$ cat src/rtl/vbi_pkg.sv
package vbi_pkg;

   localparam int HDR_BYTES = 4;
   localparam int CRC_BYTES = 2;
   localparam int ECC_COVER = 24;

   typedef enum logic [0:0] {ST_IDLE, ST_SEND} seq_state_e;

   typedef enum logic [1:0] {
      SRC_STORE,
      SRC_ECC,
      SRC_CRC_LO,
      SRC_CRC_HI
   } byte_src_e;

   // Parity weight of one covered header bit.
   function automatic logic [7:0] ecc_weight(input int unsigned bit_idx);
      logic [7:0] w;
      case (bit_idx)
         0:  w = 8'h07;
         1:  w = 8'h0B;
         2:  w = 8'h0D;
         3:  w = 8'h0E;
         4:  w = 8'h13;
         5:  w = 8'h15;
         6:  w = 8'h16;
         7:  w = 8'h19;
         8:  w = 8'h1A;
         9:  w = 8'h1C;
         10: w = 8'h23;
         11: w = 8'h25;
         12: w = 8'h26;
         13: w = 8'h29;
         14: w = 8'h2A;
         15: w = 8'h2C;
         16: w = 8'h31;
         17: w = 8'h32;
         18: w = 8'h34;
         19: w = 8'h38;
         20: w = 8'h1F;
         21: w = 8'h2F;
         22: w = 8'h37;
         23: w = 8'h3B;
         default: w = 8'h00;
      endcase
      return w;
   endfunction

   // One serial step of a right-shifting checksum register.
   function automatic logic [15:0] crc_bit_step(input logic [15:0] c,
                                                input logic d,
                                                input logic [15:0] poly);
      return (c[0] ^ d) ? ((c >> 1) ^ poly) : (c >> 1);
   endfunction

endpackage

$ cat src/rtl/vbi_ecc.sv
module vbi_ecc
   import vbi_pkg::*;
#(
   parameter int COVER_BITS = ECC_COVER
) (
   input  logic [COVER_BITS-1:0] hdr,
   output logic [7:0]            ecc
);

   if (COVER_BITS != ECC_COVER) begin : g_bad_cover
      $error("vbi_ecc: header ECC covers exactly 24 bits");
   end

   logic [7:0] term [COVER_BITS];

   for (genvar i = 0; i < COVER_BITS; i++) begin : g_term
      assign term[i] = hdr[i] ? ecc_weight(i) : 8'h00;
   end

   always_comb begin
      ecc = 8'h00;
      for (int i = 0; i < COVER_BITS; i++) begin
         ecc = ecc ^ term[i];
      end
   end

endmodule

$ cat src/rtl/vbi_crc16.sv
module vbi_crc16
   import vbi_pkg::*;
#(
   parameter logic [15:0] POLY = 16'h8408,
   parameter logic [15:0] SEED = 16'hFFFF,
   parameter int          DATA_W = 8
) (
   input  logic              clk,
   input  logic              rst_n,
   input  logic              clear,
   input  logic              step,
   input  logic [DATA_W-1:0] din,
   output logic [15:0]       crc
);

   if (DATA_W < 1) begin : g_bad_width
      $error("vbi_crc16: DATA_W must be positive");
   end

   logic [15:0] chain [DATA_W+1];
   logic [15:0] crc_q;

   assign chain[0] = crc_q;

   // Unrolled LSB-first chain, one stage per input bit.
   for (genvar b = 0; b < DATA_W; b++) begin : g_stage
      assign chain[b+1] = crc_bit_step(chain[b], din[b], POLY);
   end

   always_ff @(posedge clk or negedge rst_n) begin
      if (!rst_n) begin
         crc_q <= SEED;
      end else if (clear) begin
         crc_q <= SEED;
      end else if (step) begin
         crc_q <= chain[DATA_W];
      end
   end

   assign crc = crc_q;

endmodule

$ cat src/rtl/vbi_reg_bank.sv
module vbi_reg_bank #(
   parameter int NUM_WORDS = 8,
   parameter int WORD_W    = 32,
   localparam int AW       = $clog2(NUM_WORDS),
   localparam int BPW      = WORD_W / 8,
   localparam int BSEL_W   = $clog2(BPW),
   localparam int BA_W     = AW + BSEL_W
) (
   input  logic              clk,
   input  logic              rst_n,
   input  logic              wr_en,
   input  logic [AW-1:0]     wr_addr,
   input  logic [WORD_W-1:0] wr_data,
   input  logic [BA_W-1:0]   rd_byte_addr,
   output logic [7:0]        rd_byte,
   output logic [23:0]       hdr_low
);

   if ((WORD_W % 8) != 0 || BPW < 4 || (BPW & (BPW - 1)) != 0) begin : g_bad_word
      $error("vbi_reg_bank: word must hold a power-of-two count of at least 4 bytes");
   end
   if (NUM_WORDS < 2 || (NUM_WORDS & (NUM_WORDS - 1)) != 0) begin : g_bad_depth
      $error("vbi_reg_bank: NUM_WORDS must be a power of two, at least 2");
   end

   logic [WORD_W-1:0] mem [NUM_WORDS];

   always_ff @(posedge clk or negedge rst_n) begin
      if (!rst_n) begin
         for (int w = 0; w < NUM_WORDS; w++) begin
            mem[w] <= '0;
         end
      end else if (wr_en) begin
         mem[wr_addr] <= wr_data;
      end
   end

   logic [AW-1:0]     rd_word;
   logic [BSEL_W-1:0] rd_lane;

   assign rd_word = rd_byte_addr[BA_W-1:BSEL_W];
   assign rd_lane = rd_byte_addr[BSEL_W-1:0];
   assign rd_byte = mem[rd_word][{rd_lane, 3'b000} +: 8];
   assign hdr_low = mem[0][23:0];

endmodule

$ cat src/rtl/vbi_seq.sv
module vbi_seq
   import vbi_pkg::*;
#(
   parameter int IDX_W = 5,
   parameter int CNT_W = 6
) (
   input  logic             clk,
   input  logic             rst_n,
   input  logic             start_req,
   input  logic [CNT_W-1:0] tot_in,
   input  logic             long_in,
   input  logic             out_ready,
   output logic             out_valid,
   output logic [IDX_W-1:0] idx,
   output byte_src_e        src,
   output logic             crc_clear,
   output logic             crc_step
);

   seq_state_e       st_q;
   logic [IDX_W-1:0] idx_q;
   logic [CNT_W-1:0] tot_q;
   logic             long_q;
   logic             fire;
   logic             last;
   logic             start;
   logic [CNT_W-1:0] pos;

   assign pos   = CNT_W'(idx_q);
   assign fire  = (st_q == ST_SEND) && out_ready;
   assign last  = (pos == tot_q - CNT_W'(1));
   assign start = (st_q == ST_IDLE) && start_req;

   always_ff @(posedge clk or negedge rst_n) begin
      if (!rst_n) begin
         st_q   <= ST_IDLE;
         idx_q  <= '0;
         tot_q  <= '0;
         long_q <= 1'b0;
      end else if (start) begin
         st_q   <= ST_SEND;
         idx_q  <= '0;
         tot_q  <= tot_in;
         long_q <= long_in;
      end else if (fire) begin
         if (last) begin
            st_q <= ST_IDLE;
         end else begin
            idx_q <= idx_q + IDX_W'(1);
         end
      end
   end

   always_comb begin
      src = SRC_STORE;
      if (pos == CNT_W'(HDR_BYTES - 1)) begin
         src = SRC_ECC;
      end else if (long_q && pos == tot_q - CNT_W'(CRC_BYTES)) begin
         src = SRC_CRC_LO;
      end else if (long_q && last) begin
         src = SRC_CRC_HI;
      end
   end

   assign crc_clear = start;
   assign crc_step  = fire && long_q && (pos >= CNT_W'(HDR_BYTES))
                      && (pos < tot_q - CNT_W'(CRC_BYTES));
   assign out_valid = (st_q == ST_SEND);
   assign idx       = idx_q;

endmodule

$ cat src/rtl/vbi_cmd_injector.sv
module vbi_cmd_injector
   import vbi_pkg::*;
#(
   parameter int NUM_WORDS = 8,
   parameter int WORD_W    = 32,
   parameter int WC_W      = 16
) (
   input  logic                         clk,
   input  logic                         rst_n,
   input  logic                         wr_en,
   input  logic [$clog2(NUM_WORDS)-1:0] wr_addr,
   input  logic [WORD_W-1:0]            wr_data,
   input  logic                         enable,
   input  logic [$clog2(NUM_WORDS*WORD_W/8+1)-1:0] tx_bytes,
   input  logic                         vblank_start,
   input  logic                         out_ready,
   output logic                         out_valid,
   output logic [7:0]                   out_data,
   output logic                         cfg_err
);

   localparam int TOTAL_BYTES = NUM_WORDS * WORD_W / 8;
   localparam int MAX_PAY     = TOTAL_BYTES - HDR_BYTES - CRC_BYTES;
   localparam int IDX_W       = $clog2(TOTAL_BYTES);
   localparam int CNT_W       = $clog2(TOTAL_BYTES + 1);

   if (WORD_W != 32 || WC_W != 16) begin : g_bad_fmt
      $error("vbi_cmd_injector: header layout needs 32-bit words and 16-bit count");
   end
   if (MAX_PAY < 1) begin : g_bad_room
      $error("vbi_cmd_injector: storage too small for a long packet");
   end

   logic [23:0]      hdr_low;
   logic [WC_W-1:0]  word_cnt;
   logic             is_long;
   logic [7:0]       store_byte;
   logic [7:0]       ecc_byte;
   logic [15:0]      crc_val;
   logic [IDX_W-1:0] idx;
   byte_src_e        src;
   logic             crc_clear;
   logic             crc_step;

   assign word_cnt = hdr_low[23:8];
   assign is_long  = (tx_bytes != CNT_W'(HDR_BYTES));
   assign cfg_err  = is_long && ((32'(word_cnt) > MAX_PAY) ||
                                 (32'(tx_bytes) != 32'(word_cnt) + HDR_BYTES + CRC_BYTES));

   vbi_reg_bank #(
      .NUM_WORDS (NUM_WORDS),
      .WORD_W    (WORD_W)
   ) u_bank (
      .clk          (clk),
      .rst_n        (rst_n),
      .wr_en        (wr_en),
      .wr_addr      (wr_addr),
      .wr_data      (wr_data),
      .rd_byte_addr (idx),
      .rd_byte      (store_byte),
      .hdr_low      (hdr_low)
   );

   vbi_ecc #(
      .COVER_BITS (ECC_COVER)
   ) u_ecc (
      .hdr (hdr_low),
      .ecc (ecc_byte)
   );

   vbi_crc16 #(
      .POLY   (16'h8408),
      .SEED   (16'hFFFF),
      .DATA_W (8)
   ) u_crc (
      .clk   (clk),
      .rst_n (rst_n),
      .clear (crc_clear),
      .step  (crc_step),
      .din   (store_byte),
      .crc   (crc_val)
   );

   vbi_seq #(
      .IDX_W (IDX_W),
      .CNT_W (CNT_W)
   ) u_seq (
      .clk       (clk),
      .rst_n     (rst_n),
      .start_req (vblank_start && enable && !cfg_err),
      .tot_in    (tx_bytes),
      .long_in   (is_long),
      .out_ready (out_ready),
      .out_valid (out_valid),
      .idx       (idx),
      .src       (src),
      .crc_clear (crc_clear),
      .crc_step  (crc_step)
   );

   always_comb begin
      case (src)
         SRC_ECC:    out_data = ecc_byte;
         SRC_CRC_LO: out_data = crc_val[7:0];
         SRC_CRC_HI: out_data = crc_val[15:8];
         default:    out_data = store_byte;
      endcase
   end

endmodule

$ cat config.mk
export PLATFORM = sky130hd
export DESIGN_NAME = vbi_cmd_injector
export DESIGN_NICKNAME = d
export VERILOG_FILES = /design/src/rtl/vbi_pkg.sv /design/src/rtl/vbi_ecc.sv /design/src/rtl/vbi_crc16.sv /design/src/rtl/vbi_reg_bank.sv /design/src/rtl/vbi_seq.sv /design/src/rtl/vbi_cmd_injector.sv
export SDC_FILE = /design/constraint.sdc
export NUM_CORES = 1
export LEC_CHECK = 0
export BUFFER_PORTS_ARGS = -buffer_cell sky130_fd_sc_hd__buf_4
export CELL_PAD_IN_SITES_DETAIL_PLACEMENT = 0
export CELL_PAD_IN_SITES_GLOBAL_PLACEMENT = 2
export CORE_MARGIN = 4
export CORE_UTILIZATION = 40
export DETAILED_ROUTE_END_ITERATION = 6
export HOLD_SLACK_MARGIN = 0.03
export MAX_ROUTING_LAYER = met4
export PLACE_DENSITY = 0.72
export SLEW_MARGIN = 30
export SYNTH_ARGS = -nofsm -noshare
export SYNTH_HDL_FRONTEND = slang
export SYNTH_HIERARCHICAL = 1
export SYNTH_SLANG_ARGS = --single-unit
export TNS_END_PERCENT = 1
$ cat constraint.sdc
create_clock -name clk -period 3.86 [get_ports clk]
set_input_delay 0.193 -clock clk [delete_from_list [all_inputs] [get_ports clk]]
set_output_delay 0.193 -clock clk [all_outputs]
set_load 0.01 [all_outputs]
**Yosys cells after proc, flatten, opt, wreduce, memory -nomap -nowiden**

Cells that the tools add are included.

- Reductions and logical operators: 18
- Bitwise gates (word level): 42
- Magnitude comparators: 6
- Add/sub/neg operators: 5
- Shifts and indexed selects: 1
- Multiplexer cells: 50
- Equality and inequality tests: 9

Operators with widths:

| operator | number |
|---|---|
| $bwmux W256 | 1 |
| $xor A8 B8 Y8 | 23 |
| $mux W16 | 10 |
| $bmux W32 S3 | 1 |
| $demux W32 S3 | 1 |
| $mux W32 | 3 |
| $mux W6 | 13 |
| $mux W5 | 10 |
| $shiftx A32 B6 Y8 | 1 |
| $not A2 Y3 | 8 |
| $pmux W8 S3 | 1 |
| $add A17 B2 Y18 const B | 1 |
| $ne A6 B18 Y1 | 1 |
| $add A16 B3 Y17 const B | 1 |
| $gt A16 B5 Y1 const B | 1 |
| $eq A5 B6 Y1 | 2 |
| $mux W4 | 3 |
| $logic_and A1 B1 Y1 | 11 |
| $ge A4 B4 Y1 const B | 2 |
| $not A3 Y4 | 2 |
| $xor A1 B1 Y1 | 8 |
| $lt A5 B6 Y1 | 1 |
| $mux W2 | 3 |
| $ne A6 B3 Y1 const B | 1 |
| 16 further kinds | 22 |

- Word-level logic and storage cells: 144
- Bits of input ports: 47
- Register bits after elaboration: 285
- Output and inout bits: 10

**Logic depth before layout (Yosys ltp)**

Gate-level depths: netlist of the first run.

- Depth in word-level cells: 25
- Depth in mapped cells: 15
- Gate-level depth less buffers: 10

**Cells and area by module**

Netlist of the first run, hierarchy kept.

By module, submodules not included:

| module | seq. area each (µm²) | times used | cells each | area each (µm²) |
|---|---|---|---|---|
| vbi_reg_bank | 6406.1 | 1 | 680 | 11637.4 |
| vbi_crc16 | 420.4 | 1 | 80 | 1026.0 |
| vbi_seq | 325.3 | 1 | 109 | 1004.7 |
| vbi_ecc | 0.0 | 1 | 42 | 523.0 |
| vbi_cmd_injector | 0.0 | 1 | 43 | 426.7 |

**Worst setup path after synthesis of the first run**

No wires, ideal clock.

- Path type: register -> register
- Start: register u_seq.idx_q[4], in the netlist u_seq/idx[4]
- End: register u_crc.crc_q[3], in the netlist u_crc/crc[3]
- Slack: 723 ps
- Data arrival time: 3059 ps
- Cell stages (with the launch flop): 9
- Buffers on the path: 2
- Period minus slack after synthesis: 3137 ps
- Data required time: 3783 ps
- Setup time: 77 ps
- Cell sequence: dfrtp_1 > clkbuf_1 > clkbuf_1 > mux4_2 > mux4_2 > mux2_2 > xor2_2 > xnor3_1 > a21bo_1

- Elaborated cells on any way between the ends: 24
- Classes of those cells: 2 x order compare; 1 x shift; 13 x mux; 5 x bitwise; 3 x reduce/logical

RTL lines:

| what | RTL line | text |
|---|---|---|
| start, declared | vbi_seq.sv:21 | `logic [IDX_W-1:0] idx_q;` |
| start signal, assigned | vbi_seq.sv:49 | `idx_q <= idx_q + IDX_W'(1);` |
| $not A3 Y4 (not written as such) | vbi_reg_bank.sv:43 | `assign rd_byte = mem[rd_word][{rd_lane, 3'b000} +: 8];` |
| $bmux W32 S3 | vbi_reg_bank.sv:43 |  |
| $mux W32 (not written as such) (2 in a row) | vbi_reg_bank.sv:43 |  |
| $shiftx A32 B6 Y8 | vbi_reg_bank.sv:43 |  |
| via store_byte[3] | vbi_cmd_injector.sv:37 | `logic [7:0] store_byte;` |
| $xor A1 B1 Y1 | vbi_pkg.sv:53 | `return (c[0] ^ d) ? ((c >> 1) ^ poly) : (c >> 1);` |
| $mux W16 (4 in a row) | vbi_pkg.sv:53 |  |
| $xor A1 B1 Y1 | vbi_pkg.sv:53 |  |
| $mux W16 | vbi_pkg.sv:53 |  |
| $mux W16 | vbi_crc16.sv:35 | `end else if (step) begin` |
| $mux W16 | vbi_crc16.sv:33 | `end else if (clear) begin` |
| end signal, assigned | vbi_crc16.sv:36 | `crc_q <= chain[DATA_W];` |
| end, declared | vbi_crc16.sv:21 | `logic [15:0] crc_q;` |

The timed path passes the listed nets, and every way through them passes these cells. The select of a mux whose other input is x is not followed.
A chain may end at the register's enable or synchronous reset.

**Worst setup path after layout of the first run**

- Start: register u_seq.idx_q[3], in the netlist u_seq/idx[3]
- End: output port out_data[7]

- Elaborated cells on any way between the ends: 17
- Classes of those cells: 6 x eq/ne; 1 x shift; 7 x mux; 1 x bitwise; 2 x reduce/logical

RTL lines:

| what | RTL line | text |
|---|---|---|
| $not A3 Y4 (not written as such) | vbi_reg_bank.sv:43 |  |
| $bmux W32 S3 | vbi_reg_bank.sv:43 |  |
| $mux W32 (not written as such) (2 in a row) | vbi_reg_bank.sv:43 |  |
| $shiftx A32 B6 Y8 | vbi_reg_bank.sv:43 |  |
| via store_byte[7] | vbi_cmd_injector.sv:37 |  |
| $pmux W8 S3 | vbi_cmd_injector.sv:102 | `case (src)` |
| end, declared | vbi_cmd_injector.sv:18 | `output logic [7:0] out_data,` |

The timed path passes the listed nets, and every way through them passes these cells. The select of a mux whose other input is x is not followed.

==> run_results.csv, run 1 <==
group,metric,value,unit
hold_path,hp-class,"in2async",
place,dp_hpwl,22490,um
finish,areaGrowthSynthToFinish,16.96,%
sta,fin_crit_sh,0.9604,
synthesis,synthArstFlopShare,1.000,
sta,finalSetupTns,0,ns
finish,fillers,3124,
worst_setup_path,cp-start-kind,"flop",
sta,rsz0062_at_grt,"false",
sta,finalSetupViolations,0,
worst_setup_path,end_kind,"output pin",
power,vdd_ir_drop_max,0.0004506,V
detailed_routing,wl_per_cell,23.39,um
sta,report.final.slew_viol_count,0,
finish,antenna_cells,0,
cts,clkSinkCount,285,
synthesis,synth-edff-count,0,
synthesis,yosysUniqueCellTypes,60,
sta,period_minus_slack,3.707,ns
detailed_routing,wl_met2,17450,um
cts,path_clk_slew,0.06,ns
worst_setup_path,cp.arrival,3.51,ns
die,io_pins,57,
place,io_buffers,56,
detailed_routing,met1_length,16250,um
detailed_routing,drt-initial-drc-count,435,
synthesis,netlist_area,0.01462,mm^2
cts,cts_setup_buffers,0,
global_route,grt_usage,0.1910,
detailed_routing,ant_nets,0,
detailed_routing,dr_wl_met3,1128,um
finish,drive_above_1_share,0.5028,
finish,final_util,0.4772,
worst_setup_path,cp_data_required_time,3.67,ns
synthesis,synth.avg_cell_area,15.32,um^2
synthesis,ys_warn_count,6,
sta,worst_pin_slew,0.7474,ns
power,finalPower,12.82,mW
sta,finalClockSkew,0.02078,ns
synthesis,seq_area_frac_synth,0.4893,
cts,cts_tree,"yes",
die,fp.dieH,199.2,um
flow_run,maxCapViolCount,0,
global_route,grt_overflow,0,
sta,final_hold_viol_count,0,
detailed_routing,routed_wl,35480,um
detailed_routing,num_vias,8349,
worst_setup_path,criticalPathCategory,"reg2out",
die,row_count,69,
global_route,grt_pass1_vias,9142,
sta,max_slew_margin,0.4971,
synthesis,ys_ff_latch,285,
cts,ctsRootBufferMaster,"clkbuf_16",
cts,clock_latency,0.51,ns
cts,clockBufferDepth,3,
global_route,grt_antenna_before_repair,0,
worst_setup_path,cp_max_fo,17,
detailed_routing,top_layer,"met4",
die,start_util,0.4080,
run_status,status,"finished clean",
cts,cts_made_buffers,34,
global_route,grt_first_pass_wirelength,56260,um
place,gp_congestion,0.8017,
power,power_leakage,7.192,nW
global_route,grt_max_degree,117,
detailed_routing,drc,0,
synthesis,synthCells,954,
detailed_routing,dr.pass1.iters,4,
die,dieArea,0.03967,mm^2
die,die_x,199.2,um
finish,nets,1090,
die,core,0.03583,mm^2
synthesis,synthFlopType,"dfrtp_1",
cts,htree_levels,2,
detailed_routing,viasPerCell,5.504,
sta,max_freq,269.7,MHz
power,powerDensity,749.8,mW/mm^2
-- worst paths after layout --
check / start / to / slack, ns / cells after the start
hold reg to reg: u_bank/mem[91] / u_bank/mem[91] / 0.50 / 1
hold / removal: rst_n / u_seq/tot_q[3] / 0.22 / 2
min in group clk: out_ready / u_seq/out_valid / 0.23 / 3
setup reg to reg: u_seq/idx[4] / u_crc/crc[2] / 0.55 / 7
max in group asynchronous: rst_n / u_bank/mem[10] / 2.62 / 3
setup / recovery: u_seq/idx[3] / out_data[7] / 0.15 / 6
-- layout make-up --
type / instances / area, um^2 / share of cell area
flip-flops and latches: 285 / 7159 / 0.4187
inverters: 13 / 48.80 / 0.002854
well taps: 461 / 576.8 / 0.03374
multi-input cells: 575 / 6992 / 0.4089
clock inverters: 14 / 216.5 / 0.01266
repair buffers: 123 / 1129 / 0.06601
clock buffers: 46 / 975.9 / 0.05708
-- sequential cells by signal, indices dropped and copies added, names as in the netlist --
| name | flops |
|---|---|
| u_bank/hdr_low | 24 |
| u_seq/idx | 5 |
| u_seq/out_valid | 1 |
| u_crc/crc | 16 |
| u_seq/tot_q | 6 |
| u_seq/long_q | 1 |
| u_bank/mem | 232 |
-- placed cells by master (no fill, tap or decap), drive strengths merged, types with 3 or more instances in the layout --
master	n
clkbuf	46
nand2	24
xor3	3
mux4	88
nor4	4
xnor2	41
buf	84
xnor3	17
dfrtp	269
nand4b	4
a211o	9
nor2b	11
dfstp	16
xor2	17
dlygate4sd3	39
mux2	265
nor3	8
a21oi	13
clkinv	8
inv	13
bufinv	5
and3	3
mux2i	4
nand2b	3
nor2	6
ha	11
o21ai	14
nor3b	3
-- power by group --
part	leakage, nW	total (mW)	internal [mW]	switching, mW
Combinational	3.21	5.17	3.06	2.10
Sequential	3.39	4.28	3.75	0.535
Clock	0.587	3.37	2.11	1.26
Total	7.19	12.8	8.92	3.90
-- stage by stage --
stage          hold slack (ns)  instances  setup WS, ns  cell area [um^2]
4_1_cts                 0.1897       1517       0.09679             17100
5_1_grt                 0.2134       1517       0.01401             17100
3_3_place_gp            0.1654       1418        0.5701             15510
3_5_place_dp            0.1676       1418        0.5455             15510
6_report                0.2214       1517        0.1527             17100
2_1_floorplan          -0.1026        955        0.7234             14620
-- per-layer routing --
| layer | GRT usage | vias up |
|---|---|---|
| met3 | 0.03136 | 44 |
| met2 | 0.3106 | 123 |
| met4 | 0.04230 | 0 |
| met5 | - | - |
| met1 | 0.2559 | 4496 |
| li1 | - | 3686 |
-- cells in the mapped netlist (4+ instances only) --
| cell type | n | share of area |
|---|---|---|
| dfrtp_1 | 269 | 0.46 |
| mux2_2 | 264 | 0.20 |
| mux4_2 | 88 | 0.14 |
| xnor2_1 | 38 | 0.023 |
| clkbuf_1 | 33 | 0.0085 |
| buf_4 | 32 | 0.016 |
| nand2_1 | 24 | 0.0062 |
| dfstp_2 | 16 | 0.029 |
| xnor3_1 | 16 | 0.025 |
| xor2_1 | 15 | 0.0090 |
| a21oi_1 | 13 | 0.0045 |
| inv_1 | 12 | 0.0031 |
| ha_1 | 11 | 0.0094 |
| nor2b_1 | 11 | 0.0047 |
| o21ai_0 | 10 | 0.0034 |
| buf_2 | 9 | 0.0031 |
| a211o_1 | 8 | 0.0048 |
| nor3_1 | 7 | 0.0024 |
| buf_1 | 6 | 0.0015 |
| nor2_1 | 6 | 0.0015 |
| mux2i_1 | 4 | 0.0027 |
| nand4b_1 | 4 | 0.0024 |
-- worst max-delay path, cell delays in order, from the launching register on --
cell	delay, ns
dfrtp_4	0.64
buf_12	0.24
mux4_2	0.52
mux4_2	0.54
mux2_2	0.35
mux4_2	0.53
buf_4	0.17
-- repair_timing --
item / 4_1_cts / 5_1_grt
endpoints found under the hold margin: 322 / 0
hold buffers: 39 / 0
endpoints found under the setup margin: 0 / 0
gates resized for setup: 0 / 0
-- logic make-up (layout without fill, tap and decap cells) --
kind of cell    Yosys count  after routing  synth area share
other cells               1              2         0.0002565
mux                     357            357            0.3427
fa+ha+maj                11             11          0.009415
compound gates           51             51           0.02559
buf+inv                  95            196           0.03441
simple gates             76             76           0.02987
xor+xnor                 78             78           0.06848
flops                   285            285            0.4893
(Power assumes the default switching activity.)
==> run 2: changes to the inputs <==
CORE_MARGIN = 1.5   (was 4)
PLACE_DENSITY = 0.74   (was 0.72)
SYNTH_HIERARCHICAL = unset   (was 1)
==> run 2 against run 1 <==
The run now ends with design-rule violations left. Register-to-register slack improved by 0.17 ns. Synthesized area fell by 0.33%. Final cell count rose by 11%. Total power is 12% lower. Hold slack worse by 0.17 ns. Largest power group is now sequential cells.
==> run_results.csv, run 2 <==
group,metric,value,unit
worst_setup_path,r2r_end,"u_crc.crc[9]",
detailed_routing,ant_nets,0,
synthesis,ys_top_cells_by_area,"dfrtp_1 (46%), mux2_2 (20%), mux2i_1 (7.3%)",
cts,clkSinkCount,285,
detailed_routing,num_vias,9260,
die,dieArea,0.03758,mm^2
die,core,0.03574,mm^2
place,placed_cells,1580,
synthesis,ys_ff_latch,285,
cts,cts_tree,"yes",
worst_setup_path,cp.arrival,3.35,ns
power,p_int,7.495,mW
worst_setup_path,criticalPathCategory,"reg2out",
cts,cts_setup_buffers,0,
sta,period_minus_slack,3.546,ns
synthesis,netlist_area,0.01457,mm^2
detailed_routing,wl_per_cell,22.91,um
power,p_comb_frac,0.358,
worst_setup_path,reg2reg_depth,8,
sta,rsz0062_at_grt,"false",
die,die_x,193.8,um
die,fp.dieH,193.8,um
detailed_routing,viasPerCell,5.512,
synthesis,synth_top_area_frac,0.4620,
global_route,grt_overflow,0,
place,place_area,0.01545,mm^2
place,io_buffers,56,
sta,fin_crit_sh,0.9188,
synthesis,syn_nets,1160,
cts,path_clk_slew,0.06,ns
synthesis,synth.avg_cell_area,13.24,um^2
cts,htree_levels,2,
sta,max_freq,282.0,MHz
hold_path,hold_path_depth,2,
detailed_routing,dr.pass1.iters,7,
synthesis,synthCells,1100,
detailed_routing,drc,15,
die,io_pins,57,
cts,postCtsResizedCells,0,
run_status,status,"finished, violations left",
finish,largest_reg_flops,232,
finish,fillers,3278,
power,p_clk_frac,0.271,
synthesis,synth.largest_area_cell,"dfrtp_1",
cts,clockBufferDepth,3,
synthesis,seq_area_frac_synth,0.4909,
cts,cts_made_buffers,34,
die,row_count,69,
synthesis,ys_warn_count,0,
sta,finalSetupViolations,0,
finish,largest-register,"u_bank.mem",
synthesis,yosysMostFrequentCell,"dfrtp_1",
detailed_routing,routed_wl,38490,um
worst_setup_path,end_kind,"output pin",
global_route,grt_pass1_vias,9665,
synthesis,synth_commonest_cells,"dfrtp_1 (269), mux2_2 (257), mux2i_1 (106)",
power,power_switching,3.847,mW
finish,final_cells,1680,
worst_setup_path,cp-start-kind,"flop",
synthesis,synthFlopType,"dfrtp_1",
power,switching_share,0.3392,
global_route,grt_first_pass_wirelength,60700,um
synthesis,synth-edff-count,0,
power,powerDensity,670.8,mW/mm^2
cts,clock_latency,0.52,ns
detailed_routing,drt-initial-drc-count,551,
global_route,grt_antenna_before_repair,1,
power,vdd_ir_drop_max,0.0002715,V
power,power_frac_seq,0.371,
global_route,grt_usage,0.2180,
sta,worst_pin_slew,0.9486,ns
power,power_leakage,6.886,nW
cts,ctsRootBufferMaster,"clkbuf_16",
sta,final_hold_viol_count,0,
global_route,grt_max_degree,98,
worst_setup_path,reg2reg_slack,0.72,ns
place,gp_congestion,0.8356,
sta,timing.hold.ws,0.05502,ns
finish,final_common_cell,"dfrtp_1",
run_status,violations,"design-rule violations",
worst_setup_path,regToRegStartpoint,"u_seq.idx[2]",
place,dp_hpwl,25080,um
hold_path,min_to,"u_bank.mem[209]",
finish,areaGrowthSynthToFinish,16.06,%
synthesis,yosysUniqueCellTypes,57,
place,dp_slack,0.7463,ns
hold_path,hold_path.startpoint,"wr_data[17]",
finish,fin_area,0.01691,mm^2
sta,finalClockSkew,0.01336,ns
hold_path,hp-class,"in2reg",
sta,report.final.slew_viol_count,0,
finish,drive_above_1_share,0.3678,
flow_run,maxCapViolCount,0,
sta,max_slew_margin,0.3663,
die,start_util,0.4076,
worst_setup_path,cp_max_fo,30,
sta,finalWorstSetupSlack,0.3136,ns
worst_setup_path,cp_data_required_time,3.67,ns
sta,finalSetupTns,0,ns
finish,nets,1254,
synthesis,synthArstFlopShare,1.000,
finish,most-common-layout-cells,"dfrtp_1 (266), mux2_2 (257), mux2i_1 (106)",
-- run 2: repair_timing --
action,4_1_cts,5_1_grt
endpoints found under the hold margin,348,0
hold buffers,39,0
setup endpoints to repair,0,0
-- run 2: final cells by class --
type / count / area [um^2] / area share
timing repair buffer: 127 / 1109 / 0.06556
sequential: 285 / 7158 / 0.4233
antenna: 1 / 2.502 / 0.0001480
tap: 461 / 576.8 / 0.03411
clock buffer: 51 / 975.9 / 0.05772
inverter: 17 / 63.81 / 0.003774
clock inverter: 9 / 90.09 / 0.005328
multi-input combinational: 729 / 6933 / 0.4100
-- run 2: kinds of logic after synthesis --
logic type / after synthesis / share of synthesized area
AND/OR/NAND/NOR: 116 / 0.04844
flip-flops: 285 / 0.4909
multiplexers: 379 / 0.2965
buffers and inverters: 86 / 0.03461
adder cells (fa/ha/maj): 13 / 0.01116
XOR/XNOR: 90 / 0.05668
AO/OA/AOI/OAI: 131 / 0.06175
-- run 2: power groups by stage --
| stage | Sequential (mW) | Combinational, mW | Clock, mW |
|---|---|---|---|
| after floorplan | 4.00 | 3.06 | 0 |
| after global placement | 4.24 | 4.05 | 0 |
| after detailed placement | 4.26 | 4.07 | 0 |
| after CTS | 4.21 | 4.11 | 3.17 |
| after global routing | 4.31 | 4.43 | 3.28 |
| final | 4.21 | 4.06 | 3.07 |
-- run 2: critical path, cell delays in order (launching register included) --
cell      delay, ns
dfrtp_4        0.67
nor2b_1        0.81
a22oi_1        0.27
a21oi_1        0.32
nor4_4         0.10
a222oi_1       0.38
inv_1          0.10
buf_4          0.16
-- run 2: worst max-delay path by stage --
stage	from	to	slack, ns
final	u_seq.idx[2]	out_data[6]	0.31
after global placement	u_seq.idx[2]	u_crc.crc[9]	0.75
after detailed placement	u_seq.idx[2]	u_crc.crc[9]	0.75
after global routing	u_seq.idx[0]	out_data[7]	0.07
after floorplan	u_seq.tot_q[3]	u_crc.crc[11]	1.32
after CTS	u_seq.idx[2]	out_data[6]	0.32
-- run 2: through the flow --
| step | power [mW] | utilization |
|---|---|---|
| final | 11.34 | 0.4731 |
| after global routing | 12.03 | 0.4730 |
| after CTS | 11.49 | 0.4730 |
| after detailed placement | 8.326 | 0.4323 |
| after global placement | 8.291 | 0.4323 |
| after floorplan | 7.051 | - |
-- run 2: routing by layer --
| metal | vias up | wire length [um] | track usage |
|---|---|---|---|
| met4 | 0 | 747 | 0.05064 |
| met1 | 4817 | 18730 | 0.3167 |
| met3 | 51 | 1586 | 0.02957 |
| met2 | 179 | 17420 | 0.3236 |
| li1 | 4213 | - | - |
| met5 | - | 0 | - |
==> run 3: changes to the inputs <==
CTS_BUF_LIST = sky130_fd_sc_hd__clkbuf_2   (was unset)
CTS_CLUSTER_DIAMETER = 60   (was unset)
==> run 3 against run 2 <==
The flow still finishes with violations (design-rule violations). Clock power down 29%. Fmax fell by 6.1%. Clock-buffer cell count rose by 66. Global-route usage rose by 0.92 points. Highest routed layer unchanged.
==> run_results.csv, run 3 (same netlist as run 2, synthesis figures left out) <==
group,metric,value,unit
die,die_x,193.8,um
global_route,grt_antenna_before_repair,2,
sta,worst_pin_slew,0.6631,ns
detailed_routing,drt-initial-drc-count,507,
sta,finalClockSkew,0.07000,ns
finish,largest-register,"u_bank.mem",
finish,areaGrowthSynthToFinish,17.93,%
power,power_frac_seq,0.396,
finish,largest_reg_flops,232,
worst_setup_path,reg2reg_depth,12,
worst_setup_path,reg2reg_slack,0.28,ns
sta,max_freq,264.9,MHz
finish,multiInputGateArea,0.007017,mm^2
detailed_routing,dr.pass1.iters,7,
cts,clock_latency,0.94,ns
global_route,grt_pass1_vias,10320,
cts,ctsRootBufferMaster,"clkbuf_2",
finish,most-common-layout-cells,"dfrtp_1 (263), mux2_2 (257), clkbuf_2 (117)",
power,p_int,6.643,mW
sta,report.final.slew_viol_count,0,
detailed_routing,ant_nets,0,
worst_setup_path,cp_max_fo,13,
die,dieArea,0.03758,mm^2
sta,max_slew_margin,0.5570,
worst_setup_path,regToRegStartpoint,"u_bank.hdr_low[9]",
die,fp.dieH,193.8,um
hold_path,hp-class,"in2reg",
place,io_buffers,56,
power,finalPower,10.61,mW
worst_setup_path,cp.arrival,3.58,ns
cts,clkSinkCount,285,
run_status,violations,"design-rule violations",
global_route,grt_first_pass_wirelength,63070,um
worst_setup_path,criticalPathCategory,"reg2out",
die,row_count,69,
hold_path,hold_path.startpoint,"wr_data[16]",
sta,fin_crit_sh,0.9780,
place,gp_congestion,0.8356,
die,start_util,0.4076,
die,io_pins,57,
hold_path,hold_path_depth,3,
place,placed_cells,1580,
cts,htree_levels,3,
global_route,grt_usage,0.2272,
power,vdd_ir_drop_max,0.0002305,V
global_route,grt_max_degree,93,
place,dp_hpwl,25080,um
sta,rsz0062_at_grt,"true",
sta,final_hold_viol_count,0,
detailed_routing,wl_per_cell,22.16,um
sta,finalSetupViolations,0,
flow_run,maxCapViolCount,0,
detailed_routing,drc,14,
power,p_comb_frac,0.398,
cts,clockBufferDepth,3,
detailed_routing,viasPerCell,5.432,
power,powerDensity,617.4,mW/mm^2
power,p_clk_frac,0.206,
worst_setup_path,r2r_end,"u_seq.tot_q[1]",
detailed_routing,num_vias,9854,
power,power_leakage,7.150,nW
finish,drive_above_1_share,0.4115,
worst_setup_path,cp-start-kind,"flop",
finish,final_common_cell,"dfrtp_1",
die,core,0.03574,mm^2
run_status,status,"finished, violations left",
worst_setup_path,cp_data_required_time,3.67,ns
sta,timing.hold.ws,0.1039,ns
cts,path_clk_slew,0.11,ns
cts,cts_made_buffers,79,
cts,cts_tree,"yes",
power,power_switching,3.965,mW
detailed_routing,routed_wl,40190,um
finish,seq_area,0.007164,mm^2
finish,fillers,3337,
worst_setup_path,end_kind,"output pin",
finish,final_cells,1814,
sta,period_minus_slack,3.775,ns
power,switching_share,0.3738,
hold_path,min_to,"u_bank.mem[208]",
finish,nets,1351,
global_route,grt_overflow,0,
-- run 3: cell types whose count changed in the layout (fill, tap and decap cells not counted), sizes merged --
cell | previous run | this run
clkinvlp | 1 | 2
buf | 88 | 98
diode | 1 | 2
clkinv | 5 | 18
inv | 19 | 20
dlygate4sd3 | 39 | 81
clkbuf | 51 | 117
-- run 3: how the worst max path moves through the flow --
stage / from / to / slack (ns)
after global routing: u_seq.tot_q[1] / out_data[7] / -0.13
after CTS: u_seq.tot_q[2] / out_data[2] / 0.009
after global placement: u_seq.idx[2] / u_crc.crc[9] / 0.75
final: u_seq.idx[3] / out_data[7] / 0.08
after floorplan: u_seq.tot_q[3] / u_crc.crc[11] / 1.32
after detailed placement: u_seq.idx[2] / u_crc.crc[9] / 0.75
-- run 3: what timing repair did --
| item | in CTS | in global routing |
|---|---|---|
| resized for setup | 14 | 12 |
| hold buffers | 82 | 0 |
| setup endpoints to repair | 6 | 9 |
| hold endpoints to repair | 548 | 0 |
| pin swaps | 2 | 7 |
| setup buffers | 1 | 8 |
| gates cloned | 0 | 0 |
-- run 3: layer usage --
| layer | vias to the layer above | part of all wire | GRT usage |
|---|---|---|---|
| met5 | - | 0 | - |
| met4 | 0 | 0.015 | 0.06163 |
| met3 | 56 | 0.045 | 0.04331 |
| met2 | 215 | 0.46 | 0.3357 |
| met1 | 5112 | 0.48 | 0.3198 |
| li1 | 4471 | - | - |
-- run 3: power groups by stage --
stage	combinational [mW]	sequential, mW	clock, mW
floorplan	3.06	4.00	0
detailed placement	4.07	4.26	0
global placement	4.05	4.24	0
CTS	4.19	4.21	2.29
global route	4.60	4.30	2.45
finish	4.23	4.20	2.18
-- run 3: critical path, stage by stage (launching register included) --
cell,delay [ns]
dfrtp_2,0.57
xnor2_1,0.30
a21oi_1,0.09
nor4_2,0.31
o2111ai_2,0.24
nand2_1,0.12
a21oi_1,0.07
buf_4,0.19
a222oi_1,0.50
inv_1,0.10
buf_4,0.16
-- run 3: area by class of cell --
class,instances,area share
antenna,2,0.0002913
clock buffer,117,0.03408
clock inverter,24,0.007355
inverter,17,0.003860
multi-input combinational,729,0.4084
sequential,285,0.4170
tap,461,0.03357
timing repair buffer,179,0.09547
-- run 3: stage by stage --
stage | util | setup slack, ns | setup TNS [ns] | area, um^2
after global placement | 0.4323 | 0.7474 | 0 | 15450
after CTS | 0.4774 | 0.008906 | 0 | 17060
after global routing | 0.4806 | -0.1274 | -0.5287 | 17180
after floorplan | - | 1.322 | 0 | 14570
after detailed placement | 0.4323 | 0.7463 | 0 | 15450
final | 0.4807 | 0.08498 | 0 | 17180
